===== config.mk =====
export PLATFORM = sky130hd
export DESIGN_NAME = uart_tx_dma
export DESIGN_NICKNAME = d
export VERILOG_FILES = /design/src/rtl/uart_dma_pkg.sv /design/src/rtl/dma_reg_bank.sv /design/src/rtl/dma_xfer_seq.sv /design/src/rtl/uart_tx_dma.sv
export SDC_FILE = /design/constraint.sdc
export NUM_CORES = 1
export LEC_CHECK = 0
export ABC_AREA = 1
export BUFFER_PORTS_ARGS = -buffer_cell sky130_fd_sc_hd__clkbuf_2
export CORE_MARGIN = 2
export CORE_UTILIZATION = 45
export CTS_CLUSTER_SIZE = 24
export DETAILED_ROUTE_END_ITERATION = 12
export HOLD_SLACK_MARGIN = 0.02
export PLACE_DENSITY = 0.73
export SLEW_MARGIN = 20
export SYNTH_ARGS = -nofsm -noshare
export SYNTH_HDL_FRONTEND = slang
export SYNTH_SLANG_ARGS = --single-unit

===== constraint.sdc =====
create_clock -name clk -period 1.7 [get_ports clk]
set_input_delay 0.34 -clock clk [delete_from_list [all_inputs] [get_ports clk]]
set_output_delay 0.34 -clock clk [all_outputs]
set_load 0.1 [all_outputs]

===== src/rtl/uart_dma_pkg.sv =====
// Shared definitions for the UART transmit DMA channel: register offsets,
// status bit positions and the sequencer state encoding.
package uart_dma_pkg;
    localparam int REG_AW      = 3;
    localparam int REG_DW      = 8;
    localparam int CNT_W       = 8;

    localparam logic [REG_AW-1:0] OFS_SETUP = 3'd0;
    localparam logic [REG_AW-1:0] OFS_RUN   = 3'd1;
    localparam logic [REG_AW-1:0] OFS_STAT  = 3'd2;
    localparam logic [REG_AW-1:0] OFS_COUNT = 3'd3;
    localparam logic [REG_AW-1:0] OFS_SRCL  = 3'd4;
    localparam logic [REG_AW-1:0] OFS_SRCH  = 3'd5;

    localparam int BIT_IE      = 7;
    localparam int BIT_EN      = 7;
    localparam int BIT_TRIG    = 6;
    localparam int BIT_DONE    = 0;
    localparam int BIT_OVW     = 2;

    typedef enum logic [1:0] {
        SEQ_IDLE = 2'd0,
        SEQ_REQ  = 2'd1,
        SEQ_RD   = 2'd2,
        SEQ_SEND = 2'd3
    } seq_state_e;
endpackage


===== src/rtl/dma_reg_bank.sv =====
// Register bank of the UART transmit DMA channel.
// Holds setup, run control, count and source address, plus the two sticky
// status flags. Assumes single-cycle register writes and combinational reads.
// A hardware set of a flag wins over a software clear in the same cycle.
module dma_reg_bank
    import uart_dma_pkg::*;
#(
    parameter int ADDR_W = 16
) (
    input  logic                  clk,
    input  logic                  rst_n,
    input  logic                  reg_wr,
    input  logic [REG_AW-1:0]     reg_addr,
    input  logic [REG_DW-1:0]     reg_wdata,
    output logic [REG_DW-1:0]     reg_rdata,
    input  logic                  cpu_txd_wr,
    input  logic                  seq_busy,
    input  logic                  seq_done,
    output logic                  ch_en,
    output logic                  start,
    output logic [CNT_W-1:0]      byte_cnt,
    output logic [ADDR_W-1:0]     src_addr,
    output logic                  irq,
    output logic [1:0]            irq_prio,
    output logic [1:0]            bus_prio
);
    localparam int SRC_BYTES = 2;

    logic                        ie_q;
    logic                        en_q;
    logic [1:0]                  ip_q;
    logic [1:0]                  bp_q;
    logic [CNT_W-1:0]            cnt_q;
    logic [SRC_BYTES*8-1:0]      src_q;
    logic                        done_q;
    logic                        ovw_q;
    logic                        wr_stat;

    assign wr_stat = reg_wr && (reg_addr == OFS_STAT);

    // Setup, run-control, count and source-address registers.
    always_ff @(posedge clk) begin
        if (!rst_n) begin
            ie_q  <= 1'b0;
            en_q  <= 1'b0;
            ip_q  <= 2'b00;
            bp_q  <= 2'b00;
            cnt_q <= '0;
            src_q <= '0;
        end else if (reg_wr) begin
            case (reg_addr)
                OFS_SETUP: begin
                    ie_q <= reg_wdata[BIT_IE];
                    ip_q <= reg_wdata[3:2];
                    bp_q <= reg_wdata[1:0];
                end
                OFS_RUN:   en_q <= reg_wdata[BIT_EN];
                OFS_COUNT: cnt_q <= reg_wdata;
                OFS_SRCL:  src_q[7:0] <= reg_wdata;
                OFS_SRCH:  src_q[15:8] <= reg_wdata;
                default: ;
            endcase
        end
    end

    // Completion flag: set by the sequencer, cleared by writing 0.
    always_ff @(posedge clk) begin
        if (!rst_n)
            done_q <= 1'b0;
        else if (seq_done)
            done_q <= 1'b1;
        else if (wr_stat && !reg_wdata[BIT_DONE])
            done_q <= 1'b0;
    end

    // Overwrite flag: set by a processor data write during a transfer.
    always_ff @(posedge clk) begin
        if (!rst_n)
            ovw_q <= 1'b0;
        else if (cpu_txd_wr && seq_busy)
            ovw_q <= 1'b1;
        else if (wr_stat && !reg_wdata[BIT_OVW])
            ovw_q <= 1'b0;
    end

    // Trigger decode: enable and trigger in one write, channel idle.
    always_comb begin
        start = reg_wr && (reg_addr == OFS_RUN) && reg_wdata[BIT_EN]
                && reg_wdata[BIT_TRIG] && !seq_busy;
    end

    // Read multiplexer; unused and trigger bits read as zero.
    always_comb begin
        case (reg_addr)
            OFS_SETUP: reg_rdata = {ie_q, 3'b000, ip_q, bp_q};
            OFS_RUN:   reg_rdata = {en_q, 7'b0};
            OFS_STAT:  reg_rdata = {5'b0, ovw_q, 1'b0, done_q};
            OFS_COUNT: reg_rdata = cnt_q;
            OFS_SRCL:  reg_rdata = src_q[7:0];
            OFS_SRCH:  reg_rdata = src_q[15:8];
            default:   reg_rdata = '0;
        endcase
    end

    assign ch_en    = en_q;
    assign byte_cnt = cnt_q;
    assign src_addr = src_q[ADDR_W-1:0];
    assign irq      = done_q && ie_q;
    assign irq_prio = ip_q;
    assign bus_prio = bp_q;

    // the completion flag only rises from a sequencer completion.
    p_done_source_r7: assert property (@(posedge clk) disable iff (!rst_n)
        $rose(done_q) |-> $past(seq_done));

    // the overwrite flag only rises from a data write during a transfer.
    p_ovw_source_r8: assert property (@(posedge clk) disable iff (!rst_n)
        $rose(ovw_q) |-> $past(cpu_txd_wr && seq_busy));

    // a zero written to the completion bit with no set pending clears it.
    p_done_clear_r9: assert property (@(posedge clk) disable iff (!rst_n)
        (wr_stat && !reg_wdata[BIT_DONE] && !seq_done) |=> !done_q);
endmodule


===== src/rtl/dma_xfer_seq.sv =====
// Byte sequencer of the UART transmit DMA channel.
// Fetches one byte per memory request, holds it for the UART until accepted,
// then either fetches the next, finishes, or aborts if the enable is low.
// Assumes mem_rvalid arrives after the grant, never in the grant cycle.
module dma_xfer_seq
    import uart_dma_pkg::*;
#(
    parameter int ADDR_W = 16,
    parameter int DATA_W = 8
) (
    input  logic                  clk,
    input  logic                  rst_n,
    input  logic                  start,
    input  logic                  ch_en,
    input  logic [ADDR_W-1:0]     src_addr,
    input  logic [CNT_W-1:0]      byte_cnt,
    output logic                  mem_req,
    output logic [ADDR_W-1:0]     mem_addr,
    input  logic                  mem_gnt,
    input  logic                  mem_rvalid,
    input  logic [DATA_W-1:0]     mem_rdata,
    output logic                  tx_valid,
    output logic [DATA_W-1:0]     tx_data,
    input  logic                  tx_ready,
    output logic                  busy,
    output logic                  done
);
    seq_state_e           state_q;
    logic [ADDR_W-1:0]    ptr_q;
    logic [CNT_W-1:0]     left_q;
    logic [DATA_W-1:0]    byte_q;
    logic                 accept;

    assign accept = (state_q == SEQ_SEND) && tx_ready;

    // Fetch / hold / hand-over state machine with pointer and count.
    always_ff @(posedge clk) begin
        if (!rst_n) begin
            state_q <= SEQ_IDLE;
            ptr_q   <= '0;
            left_q  <= '0;
            byte_q  <= '0;
        end else begin
            case (state_q)
                SEQ_IDLE: if (start) begin
                    ptr_q   <= src_addr;
                    left_q  <= byte_cnt;
                    state_q <= SEQ_REQ;
                end
                SEQ_REQ: if (mem_gnt) state_q <= SEQ_RD;
                SEQ_RD: if (mem_rvalid) begin
                    byte_q  <= mem_rdata;
                    ptr_q   <= ptr_q + 1'b1;
                    state_q <= SEQ_SEND;
                end
                SEQ_SEND: if (tx_ready) begin
                    if (!ch_en || left_q == '0) begin
                        state_q <= SEQ_IDLE;
                    end else begin
                        left_q  <= left_q - 1'b1;
                        state_q <= SEQ_REQ;
                    end
                end
                default: state_q <= SEQ_IDLE;
            endcase
        end
    end

    // Output decode from the state.
    always_comb begin
        mem_req  = (state_q == SEQ_REQ);
        mem_addr = ptr_q;
        tx_valid = (state_q == SEQ_SEND);
        tx_data  = byte_q;
        busy     = (state_q != SEQ_IDLE);
        done     = accept && ch_en && (left_q == '0);
    end

    // an ungranted request keeps its address.
    p_req_hold_r5: assert property (@(posedge clk) disable iff (!rst_n)
        (mem_req && !mem_gnt) |=> (mem_req && $stable(mem_addr)));

    // an unaccepted byte stays on the port.
    p_tx_hold_r6: assert property (@(posedge clk) disable iff (!rst_n)
        (tx_valid && !tx_ready) |=> (tx_valid && $stable(tx_data)));

    // a transfer only begins from an accepted trigger.
    p_start_only_r3: assert property (@(posedge clk) disable iff (!rst_n)
        $rose(busy) |-> $past(start));

    // acceptance with the channel disabled ends the transfer.
    p_abort_r10: assert property (@(posedge clk) disable iff (!rst_n)
        (tx_valid && tx_ready && !ch_en) |=> !busy);
endmodule


===== src/rtl/uart_tx_dma.sv =====
// UART transmit DMA channel top level.
// Joins the register bank to the byte sequencer. Assumes a single clock and
// a synchronous active-low reset shared with the memory and UART sides.
module uart_tx_dma
    import uart_dma_pkg::*;
#(
    parameter int ADDR_W = 16,
    parameter int DATA_W = 8
) (
    input  logic                  clk,
    input  logic                  rst_n,
    input  logic                  reg_wr,
    input  logic [2:0]            reg_addr,
    input  logic [7:0]            reg_wdata,
    output logic [7:0]            reg_rdata,
    input  logic                  cpu_txd_wr,
    output logic                  mem_req,
    output logic [ADDR_W-1:0]     mem_addr,
    input  logic                  mem_gnt,
    input  logic                  mem_rvalid,
    input  logic [DATA_W-1:0]     mem_rdata,
    output logic                  tx_valid,
    output logic [DATA_W-1:0]     tx_data,
    input  logic                  tx_ready,
    output logic                  irq,
    output logic [1:0]            irq_prio,
    output logic [1:0]            bus_prio,
    output logic                  busy
);
    logic                 ch_en;
    logic                 start;
    logic                 seq_done;
    logic [CNT_W-1:0]     byte_cnt;
    logic [ADDR_W-1:0]    src_addr;

    dma_reg_bank #(.ADDR_W(ADDR_W)) u_regs (
        .clk        (clk),
        .rst_n      (rst_n),
        .reg_wr     (reg_wr),
        .reg_addr   (reg_addr),
        .reg_wdata  (reg_wdata),
        .reg_rdata  (reg_rdata),
        .cpu_txd_wr (cpu_txd_wr),
        .seq_busy   (busy),
        .seq_done   (seq_done),
        .ch_en      (ch_en),
        .start      (start),
        .byte_cnt   (byte_cnt),
        .src_addr   (src_addr),
        .irq        (irq),
        .irq_prio   (irq_prio),
        .bus_prio   (bus_prio)
    );

    dma_xfer_seq #(.ADDR_W(ADDR_W), .DATA_W(DATA_W)) u_seq (
        .clk        (clk),
        .rst_n      (rst_n),
        .start      (start),
        .ch_en      (ch_en),
        .src_addr   (src_addr),
        .byte_cnt   (byte_cnt),
        .mem_req    (mem_req),
        .mem_addr   (mem_addr),
        .mem_gnt    (mem_gnt),
        .mem_rvalid (mem_rvalid),
        .mem_rdata  (mem_rdata),
        .tx_valid   (tx_valid),
        .tx_data    (tx_data),
        .tx_ready   (tx_ready),
        .busy       (busy),
        .done       (seq_done)
    );

    // fetch and hand-over never overlap.
    p_one_phase_r6: assert property (@(posedge clk) disable iff (!rst_n)
        !(mem_req && tx_valid));
endmodule


* Yosys cells after proc, flatten, opt, wreduce, memory -nomap -nowiden *
Cells that the tools add are included.

operators by class
  reduce and logical (&&, ||, !) cells = 34
  mux-type cells = 18
  divide/modulo/power cells = 0
  bitwise operators = 0
  multipliers = 0
  add/subtract/negate cells = 2
  eq/ne operators = 13
  shifts and indexed selects = 0
  $lt $le $gt $ge = 0

operators with widths
  kind                   number
  $pmux 8 s6             1
  $mux 16                2
  $pmux 16 s2            1
  $mux 8                 3
  $add 16x1->16 const B  1
  $pmux 8 s2             1
  $logic_and 1x1->1      12
  $reduce_and 2->1       6
  $reduce_bool 2->1      5
  $logic_not 8->1        1
  $mux 2                 4
  $pmux 2 s4             1
  $reduce_and 4->1       2
  $sub 8x1->8 const B    1
  $eq 3x2->1 const B     2
  $eq 3x3->1 const B     2
  $ne 2x2->1 const B     3
  $mux 1                 5
  $eq 2x2->1 const B     2
  $logic_not 1->1        4
  $ne 2x1->1 const B     2
  $eq 3x1->1 const B     1
  $logic_not 3->1        1
  $reduce_and 3->1       1
  3 further kinds        3

storage, ports and cells
  memories kept = 0
  output and inout port bits = 40
  bits of input ports = 26
  ROM bits = 0
  register bits = 66
  logic and storage cells = 80
  bits in writable memories = 0
  latch bits = 0

* Longest topological paths before layout *
Gate-level depths: netlist of run 1.

  depth after elaboration = 7
  gate-level depth with buffers = 12
  mapped depth without buffers = 11

* By module *
From an unflattened synthesis of run 1, not the netlist that was laid out.

second synthesis, totals
  cells, all modules = 555
  area, all modules = 3681.0 um^2

modules (own cells, without submodules)
  module        seq. area each (um^2)  area an instance (um^2)  cells each  instances
  dma_xfer_seq  680.7                  2208.4                   344         1
  dma_reg_bank  640.6                  1472.7                   211         1

* Worst setup path after synthesis of run 1 *
OpenSTA, ideal clock, no wires.

  path type = register -> output
  start point = register u_regs.bp_q[1] (netlist: u_regs.bus_prio[1])
  end point = output reg_rdata[1]
  arrival = 3212 ps
  required time = 1360 ps
  stages on the path, launching flop included = 3
  buffers on the path = 0
  slack = -1852 ps
  cell sequence = dfxtp_1 > inv_1 > o21ai_0

on the way
  longest elaborated chain between the ends = 1

RTL lines
  what                    RTL line            RTL
  from (decl)             dma_reg_bank.sv:32  logic [1:0] bp_q;
  from (signal assigned)  dma_reg_bank.sv:55  bp_q <= reg_wdata[1:0];
  $pmux 8 s6              dma_reg_bank.sv:94  case (reg_addr)
  to (decl)               uart_tx_dma.sv:15   output logic [7:0] reg_rdata,

Every way passes these cells.

* Worst setup path in the final report of run 1 *
  start point = register u_regs.src_q[15] (netlist: u_regs.src_addr[15])
  end point = output reg_rdata[7]

on the way
  longest elaborated chain between the ends = 1

RTL lines
  what                    RTL line            RTL
  from (decl)             dma_reg_bank.sv:34  logic [SRC_BYTES*8-1:0] src_q;
  from (signal assigned)  dma_reg_bank.sv:60  OFS_SRCH: src_q[15:8] <= reg_wdata;
  $pmux 8 s6              dma_reg_bank.sv:94

Every way passes these cells.

==> impl_metrics.tcl, run 1 <==
set metrics [dict create \
    status "finished clean" \
    ys_ff_latch 66 \
    cp-end-kind "output port" \
    grt_pass1_wl_um 15900 \
    antenna_found_initial 0 \
    dp_cells 711 \
    path_max_fanout 2 \
    first_global_vias 3442 \
    synth_area_um2 3517 \
    power.density_nw_per_um2 1379 \
    worstMarginPinSlew_ps 542.8 \
    multi_input_area_um2 2092 \
    gp_congestion 0.9022 \
    synth.top_cell.area_share 0.3757 \
    layout_worst_path_cycle_share 0.9953 \
    die-area_um2 8539 \
    wl_per_cell_um 13.67 \
    fin_setup_tns_ps 0 \
    p_leak_nw 2.030 \
    cts_tree "built" \
    hold_path.class "in2reg" \
    drc_errors 0 \
    area_growth_syn_to_layout_pct 40.41 \
    power_frac_comb 0.471 \
    syn_inst 537 \
    vias 3864 \
    ys_warn_count 0 \
    maxSlewViolCount 0 \
    dp_hpwl_um 7136 \
    setup_viol_count_final 0 \
    grt.overflow.total 0 \
    synth_top_area_cell "dfxtp_1" \
    reg2reg_slack_ps 120 \
    reg2reg_to "u_seq.mem_addr[12]" \
    cpPeakStageDelay_ps 340 \
    sw_frac_of_total 0.4512 \
    slowest_stage "dfxtp_2" \
    hold_violations 0 \
    grt_usage 0.2330 \
    synth_area_leaders "dfxtp_1 38%, nand2_1 12%, o21ai_0 9.4%" \
    r2r_start "u_seq.state_q[0]" \
    max-cap-violations 0 \
    port_buffers 65 \
    ys_types 31 \
    p_int_w 0.003739 \
    avgSynthCellArea_um2 6.550 \
    fin_skew_ps 7.253 \
    ys_seq_area_frac 0.3757 \
    p_clk_frac 0.236 \
    syn_nets 571 \
    firstDrtPassIters 5 \
    detail-route-antenna-nets 0 \
    worstSetupStartpointType "register" \
    clock_latency_ps 350 \
    fmax_mhz 591.0 \
    ioPinCount 66 \
    finalNonFillerCells 741 \
    core_um2 7647 \
    rows 32 \
    first_iter_violations 199 \
    critPathTopFamily "compound AO/OA/AOI/OAI gates" \
    chipHeight_um 92.41 \
    crit_arrival_ps 1350 \
    cts_buffers 9 \
    hold_buffers 0 \
    grt_max_degree 36 \
    htreeDepth 3 \
    drive_above_1_share 0.2895 \
    totalWireLength_um 10130 \
    viasPerCell 5.215 \
    clockBufferDepth 2 \
    switching_power_w 0.003073 \
    start_util 0.4599 \
    hold-path-endpoint "u_seq.tx_data[2]" \
    period_minus_slack_ps 1692 \
    seqCellArea_um2 1348 \
    num_antenna_cells 0 \
    seq_power_share 0.293 \
    peakVddDrop_v 0.0008083 \
    crit_required_ps 1360 \
    maxSlewHeadroom 0.6397 \
    hp-start "mem_rdata[2]" \
    critPathKind "reg2out" \
    finalNetCount 668 \
    clock_sinks 66 \
    whs_path_depth 3 \
    fp.dieW_um 92.41 \
    crit_chain "inv_2, o22ai_2, a21oi_1, o211ai_1, clkbuf_16" \
    rsz0062_at_grt "yes" \
    reg2reg_depth 10 \
    crit_buf_inv 2 \
    path_clk_slew_ps 80 \
    clock-root-buffer "clkbuf_8" \
    fill_cells 659 \
    hold_ws_ps 232.7 \
]
-- worst reg2reg max path, stage by stage (launching register included) --
cell,delay (ps)
dfxtp_4,370
inv_6,50
ha_4,150
inv_2,90
nor2_1,70
a21oi_4,120
a21boi_4,270
buf_12,160
nor2_1,40
nor2_1,100
nor2_1,50
-- kinds of logic after synthesis --
family,share of synthesized area
buffers and inverters,0.1010
flip-flops,0.3757
adder cells (fa/ha/maj),0.02846
XOR/XNOR,0.004981
AO/OA/AOI/OAI,0.2099
AND/OR/NAND/NOR,0.2800
-- area by class of cell --
cell class | instances | share of cell area
sequential | 66 | 0.2729
clock buffer | 10 | 0.03015
multi-input combinational | 383 | 0.4236
timing repair buffer | 106 | 0.1733
clock inverter | 6 | 0.01926
tap | 102 | 0.02584
inverter | 68 | 0.05498
-- layout by cell type (no fill, tap or decap), drive strengths merged, types with 39 or more instances in the layout --
| master | n |
|---|---|
| nand2 | 110 |
| nor2 | 73 |
| inv | 68 |
| o21ai | 67 |
| dfxtp | 66 |
| clkbuf | 64 |
| a21oi | 53 |
| buf | 52 |
| nand3 | 39 |
-- sequential cells by signal, summed over array words and instances, names as in the netlist --
register and cells:
u_seq.left_q 8, u_regs.irq_prio 2, u_regs.src_addr 16, u_regs.ch_en 1
u_regs.byte_cnt 8, u_seq.state_q 2, u_regs.ie_q 1, u_regs.bus_prio 2
u_seq.tx_data 8, u_regs.ovw_q 1, u_regs.done_q 1, u_seq.mem_addr 16
-- synth_stat cells, drive strengths merged --
| library cell | n |
|---|---|
| nand3 | 39 |
| ha | 8 |
| nor2 | 73 |
| buf | 7 |
| nor3 | 2 |
| nand4 | 8 |
| nand2 | 110 |
| o21ai | 67 |
| a21boi | 1 |
| o221ai | 5 |
| o22ai | 8 |
| clkbuf | 13 |
| inv | 67 |
| or2 | 3 |
| o21bai | 1 |
| nand3b | 1 |
| clkinv | 1 |
| xor2 | 2 |
| a21oi | 53 |
| o211ai | 1 |
| a31oi | 1 |
| dfxtp | 66 |
-- metrics by stage --
step / cell area (um2) / power [W] / worst slack (ps) / util
finish: 4938 / 0.006812 / 7.997 / 0.6458
detailed placement: 4420 / 0.004944 / -68.01 / 0.5780
global placement: 4420 / 0.004876 / -41.49 / 0.5780
global route: 4938 / 0.007205 / -29.22 / 0.6458
floorplan: 3701 / 0.004279 / -691.9 / -
CTS: 4735 / 0.006571 / -12.31 / 0.6191
-- worst max-delay path by stage --
| stage | startpoint | end | slack (ps) | cells after the start |
|---|---|---|---|---|
| after floorplan | reg_addr[2] | reg_rdata[7] | -690 | 4 |
| after global placement | reg_addr[0] | reg_rdata[7] | -40 | 7 |
| after detailed placement | reg_addr[1] | u_seq.left_q[7] | -70 | 9 |
| after CTS | reg_addr[1] | reg_rdata[6] | -10 | 6 |
| after global routing | reg_addr[1] | reg_rdata[7] | -30 | 8 |
| final | u_regs.src_addr[15] | reg_rdata[7] | 8 | 5 |
-- layer usage --
| metal | global-route usage | routed length (um) | up-vias |
|---|---|---|---|
| li1 | - | - | 1949 |
| met1 | 0.2971 | 4377 | 1766 |
| met2 | 0.3869 | 4933 | 129 |
| met3 | 0.03743 | 632 | 20 |
| met4 | 0.1057 | 182 | 0 |
| met5 | 0 | 0 | - |
-- power by group through the flow --
| stage | logic [W] | registers [W] | clock network (W) |
|---|---|---|---|
| 6_report | 0.00321 | 0.00200 | 0.00161 |
| 5_1_grt | 0.00348 | 0.00203 | 0.00169 |
| 4_1_cts | 0.00296 | 0.00199 | 0.00162 |
| 3_5_place_dp | 0.00290 | 0.00204 | 0 |
| 3_3_place_gp | 0.00284 | 0.00203 | 0 |
| 2_1_floorplan | 0.00154 | 0.00274 | 0 |
-- timing repair --
item,CTS,global route
pin swaps,3,9
gates resized for setup,15,34
buffers inserted,3,9
cloned,0,2
setup endpoints to repair,10,33
Note: power is estimated with default switching activity, not from simulation.
==> inputs of run 2 (changes only) <==
CORE_UTILIZATION = 47   (was 45)
CTS_BUF_LIST = sky130_fd_sc_hd__clkbuf_2   (was not set)
PLACE_DENSITY = 0.76   (was 0.73)
==> impl_metrics.tcl, run 2 (synthesis gave the netlist of run 1 again) <==
set metrics [dict create \
    power_frac_comb 0.522 \
    violations "setup timing" \
    clock_latency_ps 530 \
    start_util 0.4849 \
    maxSlewHeadroom 0.5734 \
    drc_errors 0 \
    first_iter_violations 257 \
    first_global_vias 3588 \
    p_clk_frac 0.176 \
    finalNetCount 676 \
    vias 3972 \
    totalWireLength_um 10660 \
    fp.dieW_um 90.51 \
    core_um2 7253 \
    antenna_found_initial 0 \
    setup_viol_count_final 12 \
    chipHeight_um 90.51 \
    fin_skew_ps 31.51 \
    reg2reg_slack_ps -10 \
    crit_arrival_ps 1600 \
    dp_slack_ps -149.8 \
    clock_sinks 66 \
    die-area_um2 8191 \
    ioPinCount 66 \
    clockBufferDepth 2 \
    fill_cells 613 \
    grt_pass1_wl_um 16720 \
    hold_violations 0 \
    rows 31 \
    num_antenna_cells 0 \
    cp-end-kind "output port" \
    hold_path.class "in2reg" \
    p_int_w 0.003489 \
    reg2reg_to "u_seq.mem_addr[12]" \
    fin_ws_ps -236.3 \
    final_cell_mix "102 x nand2_1, 67 x nor2_1, 59 x o21ai_0, 46 x buf_4" \
    crit_required_ps 1360 \
    worstMarginPinSlew_ps 636.0 \
    switching_power_w 0.003181 \
    port_buffers 65 \
    total_power_w 0.006670 \
    fmax_mhz 516.5 \
    clock-root-buffer "clkbuf_2" \
    final_common_cell "nand2_1" \
    detail-route-antenna-nets 0 \
    peakVddDrop_v 0.0007112 \
    hold_buffers 0 \
    max-cap-violations 0 \
    viasPerCell 5.324 \
    htreeDepth 3 \
    seq_power_share 0.302 \
    grt_usage 0.2490 \
    status "finished with violations" \
    firstDrtPassIters 5 \
    maxSlewViolCount 0 \
    gp_congestion 0.8602 \
    hold-path-endpoint "u_seq.tx_data[5]" \
    path_max_fanout 2 \
    cts_tree "built" \
    grt_max_degree 50 \
    path_clk_slew_ps 220 \
    layout_worst_path_cycle_share 1.139 \
    hp-start "mem_rdata[5]" \
    drive_above_1_share 0.3493 \
    reg2reg_depth 10 \
    cts_buffers 9 \
    period_minus_slack_ps 1936 \
    sw_frac_of_total 0.4769 \
    dp_hpwl_um 7164 \
    worstSetupStartpointType "register" \
    r2r_start "u_seq.state_q[1]" \
    grt.overflow.total 0 \
    rsz0062_at_grt "yes" \
    area_growth_syn_to_layout_pct 42.97 \
    power.density_nw_per_um2 1326 \
    wl_per_cell_um 14.29 \
    whs_path_depth 3 \
    critPathKind "reg2out" \
    p_leak_nw 2.042 \
]
run 2: cell types whose count changed in the layout (fill, tap and decap cells not counted), sizes merged:
cell	before	now
buf	52	63
clkbuf	64	59
clkinv	3	4
nand3	39	40
run 2: area by class of cell:
type	count	area [um2]	share of cell area
clock inverters	7	100.1	0.01991
multi-input cells	384	2128	0.4232
clock buffers	9	45.04	0.008957
inverters	68	271.5	0.05399
well taps	99	123.9	0.02463
repair buffers	113	999.7	0.1988
flip-flops and latches	66	1360	0.2705
run 2: stage by stage:
stage	hold WS [ps]	setup TNS [ps]	instance area, um2	std cells	util
after global placement	453.7	-505.1	4432	710	0.6110
final	48.16	-1122	5029	746	0.6933
after CTS	30.14	-1017	4870	741	0.6714
after floorplan	439.0	-7373	3701	537	-
after global routing	37.63	-2409	5029	746	0.6933
after detailed placement	465.8	-2031	4432	710	0.6110
run 2: power groups by stage:
stage,clock (W),combinational [W],sequential (W)
after global routing,0.00122,0.00374,0.00205
after CTS,0.00115,0.00321,0.00200
after detailed placement,0,0.00301,0.00203
final,0.00117,0.00348,0.00202
after global placement,0,0.00296,0.00201
after floorplan,0,0.00154,0.00274
run 2: how the worst max path moves through the flow:
stage | startpoint | to | slack [ps] | cells after the start
after global routing | u_regs.src_addr[15] | reg_rdata[7] | -270 | 5
after detailed placement | reg_addr[1] | u_seq.left_q[7] | -150 | 9
after floorplan | reg_addr[2] | reg_rdata[7] | -690 | 4
after global placement | reg_addr[0] | reg_rdata[7] | -50 | 7
after CTS | u_regs.src_addr[15] | reg_rdata[7] | -200 | 5
final | u_regs.src_addr[15] | reg_rdata[7] | -240 | 5
run 2: worst max-delay path, stage by stage, from the launching register on:
cell,delay (ps)
dfxtp_2,390
inv_2,40
o22ai_2,150
a21oi_2,50
o211ai_1,170
clkbuf_16,280
run 2: layer usage:
metal  share of wire  track usage  vias up
li1                -            -     1980
met1            0.43       0.3139     1819
met2            0.50       0.4241      159
met3           0.057      0.04090       14
met4           0.012      0.09744        0
met5               0            0        -
run 2: timing repair:
action / in CTS / in global routing
resized for setup: 75 / 40
setup buffers: 16 / 5
gates cloned: 0 / 2
pin swaps: 8 / 8
endpoints found under the setup margin: 41 / 47
==> inputs of run 3 (changes only) <==
CTS_BUF_LIST = not set   (was sky130_fd_sc_hd__clkbuf_2)
CTS_CLUSTER_SIZE = not set   (was 24)
HOLD_SLACK_MARGIN = 0.06   (was 0.02)
==> impl_metrics.tcl, run 3 (synthesis gave the netlist of run 1 again) <==
set metrics [dict create \
    total_power_w 0.006870 \
    totalWireLength_um 10290 \
    period_minus_slack_ps 1701 \
    seqCellArea_um2 1346 \
    fp.dieW_um 90.51 \
    crit_required_ps 1360 \
    rows 31 \
    clockBufferDepth 2 \
    worstSetupStartpointType "register" \
    final_common_cell "nand2_1" \
    grt_max_degree 50 \
    hold_buffers 0 \
    first_iter_violations 189 \
    crit_arrival_ps 1360 \
    worstMarginPinSlew_ps 633.2 \
    hold_path.class "in2reg" \
    ioPinCount 66 \
    max-cap-violations 0 \
    fill_cells 628 \
    dp_cells 710 \
    power.density_nw_per_um2 1396 \
    path_max_fanout 2 \
    gp_congestion 0.8602 \
    clock_sinks 66 \
    violations "setup timing" \
    wl_per_cell_um 14.02 \
    final_cell_mix "104 x nand2_1, 68 x nor2_1, 59 x o21ai_0, 55 x inv_1, 52 x clkbuf_2" \
    path_clk_slew_ps 80 \
    detail-route-antenna-nets 0 \
    drc_errors 0 \
    grt_usage 0.2421 \
    fin_ws_ps -0.5025 \
    cp-end-kind "output port" \
    antenna_found_initial 0 \
    hold_violations 0 \
    grt.overflow.total 0 \
    port_buffers 65 \
    layout_worst_path_cycle_share 1.000 \
    dp_hpwl_um 7164 \
    fmax_mhz 588.1 \
    finalNonFillerCells 734 \
    drive_above_1_share 0.3039 \
    p_leak_nw 2.019 \
    viasPerCell 5.268 \
    setup_viol_count_final 1 \
    critPathKind "reg2out" \
    cts_buffers 9 \
    num_antenna_cells 0 \
    finalNetCount 664 \
    fin_setup_tns_ps -0.5025 \
    rsz0062_at_grt "yes" \
    grt_pass1_wl_um 16180 \
    htreeDepth 3 \
    area_growth_syn_to_layout_pct 39.88 \
    maxSlewHeadroom 0.5752 \
    clock-root-buffer "clkbuf_8" \
    cts_tree "built" \
    multi_input_area_um2 2126 \
    chipHeight_um 90.51 \
    start_util 0.4849 \
    first_global_vias 3450 \
    peakVddDrop_v 0.0007079 \
    vias 3867 \
    firstDrtPassIters 5 \
    maxSlewViolCount 0 \
    status "finished with violations" \
    fin_skew_ps 9.812 \
    clock_latency_ps 350 \
    die-area_um2 8191 \
    core_um2 7253 \
]
-- run 3: changes by cell type in the layout (fill, tap and decap cells not counted), sizes merged --
cell    change
nand3       -1
buf        -16
clkbuf      +5
-- run 3: final cells by class --
cell class,instances,share of cell area
Inverter,68,0.05417
Timing Repair Buffer,102,0.1694
Clock inverter,7,0.02035
Multi-Input combinational cell,383,0.4321
Tap cell,99,0.02518
Clock buffer,9,0.02518
Sequential cell,66,0.2737
-- run 3: path summary, 6_finish.rpt --
path / start / endpoint / slack [ps] / cells after the start
worst max-delay path: u_regs.src_addr[15] / reg_rdata[7] / -0.5 / 5
worst min-delay path: mem_rdata[5] / u_seq.tx_data[5] / 240 / 3
worst max register to register: u_seq.state_q[0] / u_seq.mem_addr[12] / 10 / 10
worst min register to register: u_regs.src_addr[11] / u_regs.src_addr[11] / 470 / 2
-- run 3: power by group --
| group | total [W] | internal (W) | switching [W] | leakage (nW) |
|---|---|---|---|---|
| logic | 0.00334 | 0.00111 | 0.00223 | 1.36 |
| registers | 0.00201 | 0.00178 | 0.000228 | 0.543 |
| clock network | 0.00152 | 0.000839 | 0.000685 | 0.114 |
-- run 3: worst max-delay path, cell delays in order (launching register included) --
cell and delay (ps):
dfxtp_2 350, inv_2 40, o22ai_2 150, a21oi_2 40, o211ai_1 150, clkbuf_16 270
-- run 3: through the flow --
stage                       util  cell area [um2]  setup WS, ps  hold WS [ps]
after floorplan                -             3701        -691.9         439.0
after global placement    0.6110             4432        -52.73         453.7
after detailed placement  0.6110             4432        -149.8         465.8
after CTS                 0.6488             4706        0.7518         229.1
after global routing      0.6783             4920        -69.20         241.8
final                     0.6783             4920       -0.5025         235.8
-- run 3: per-layer routing --
layer | track usage | part of all wire | up-vias
li1 | - | - | 1946
met2 | 0.3974 | 0.49 | 131
met5 | 0 | 0 | -
met3 | 0.05259 | 0.056 | 22
met1 | 0.3073 | 0.43 | 1768
met4 | 0.1013 | 0.020 | 0
-- run 3: repair_timing --
action / CTS / global route
pin swaps: 2 / 9
gates cloned: 0 / 1
buffers inserted: 2 / 6
endpoints found under the setup margin: 12 / 31
resized for setup: 18 / 40
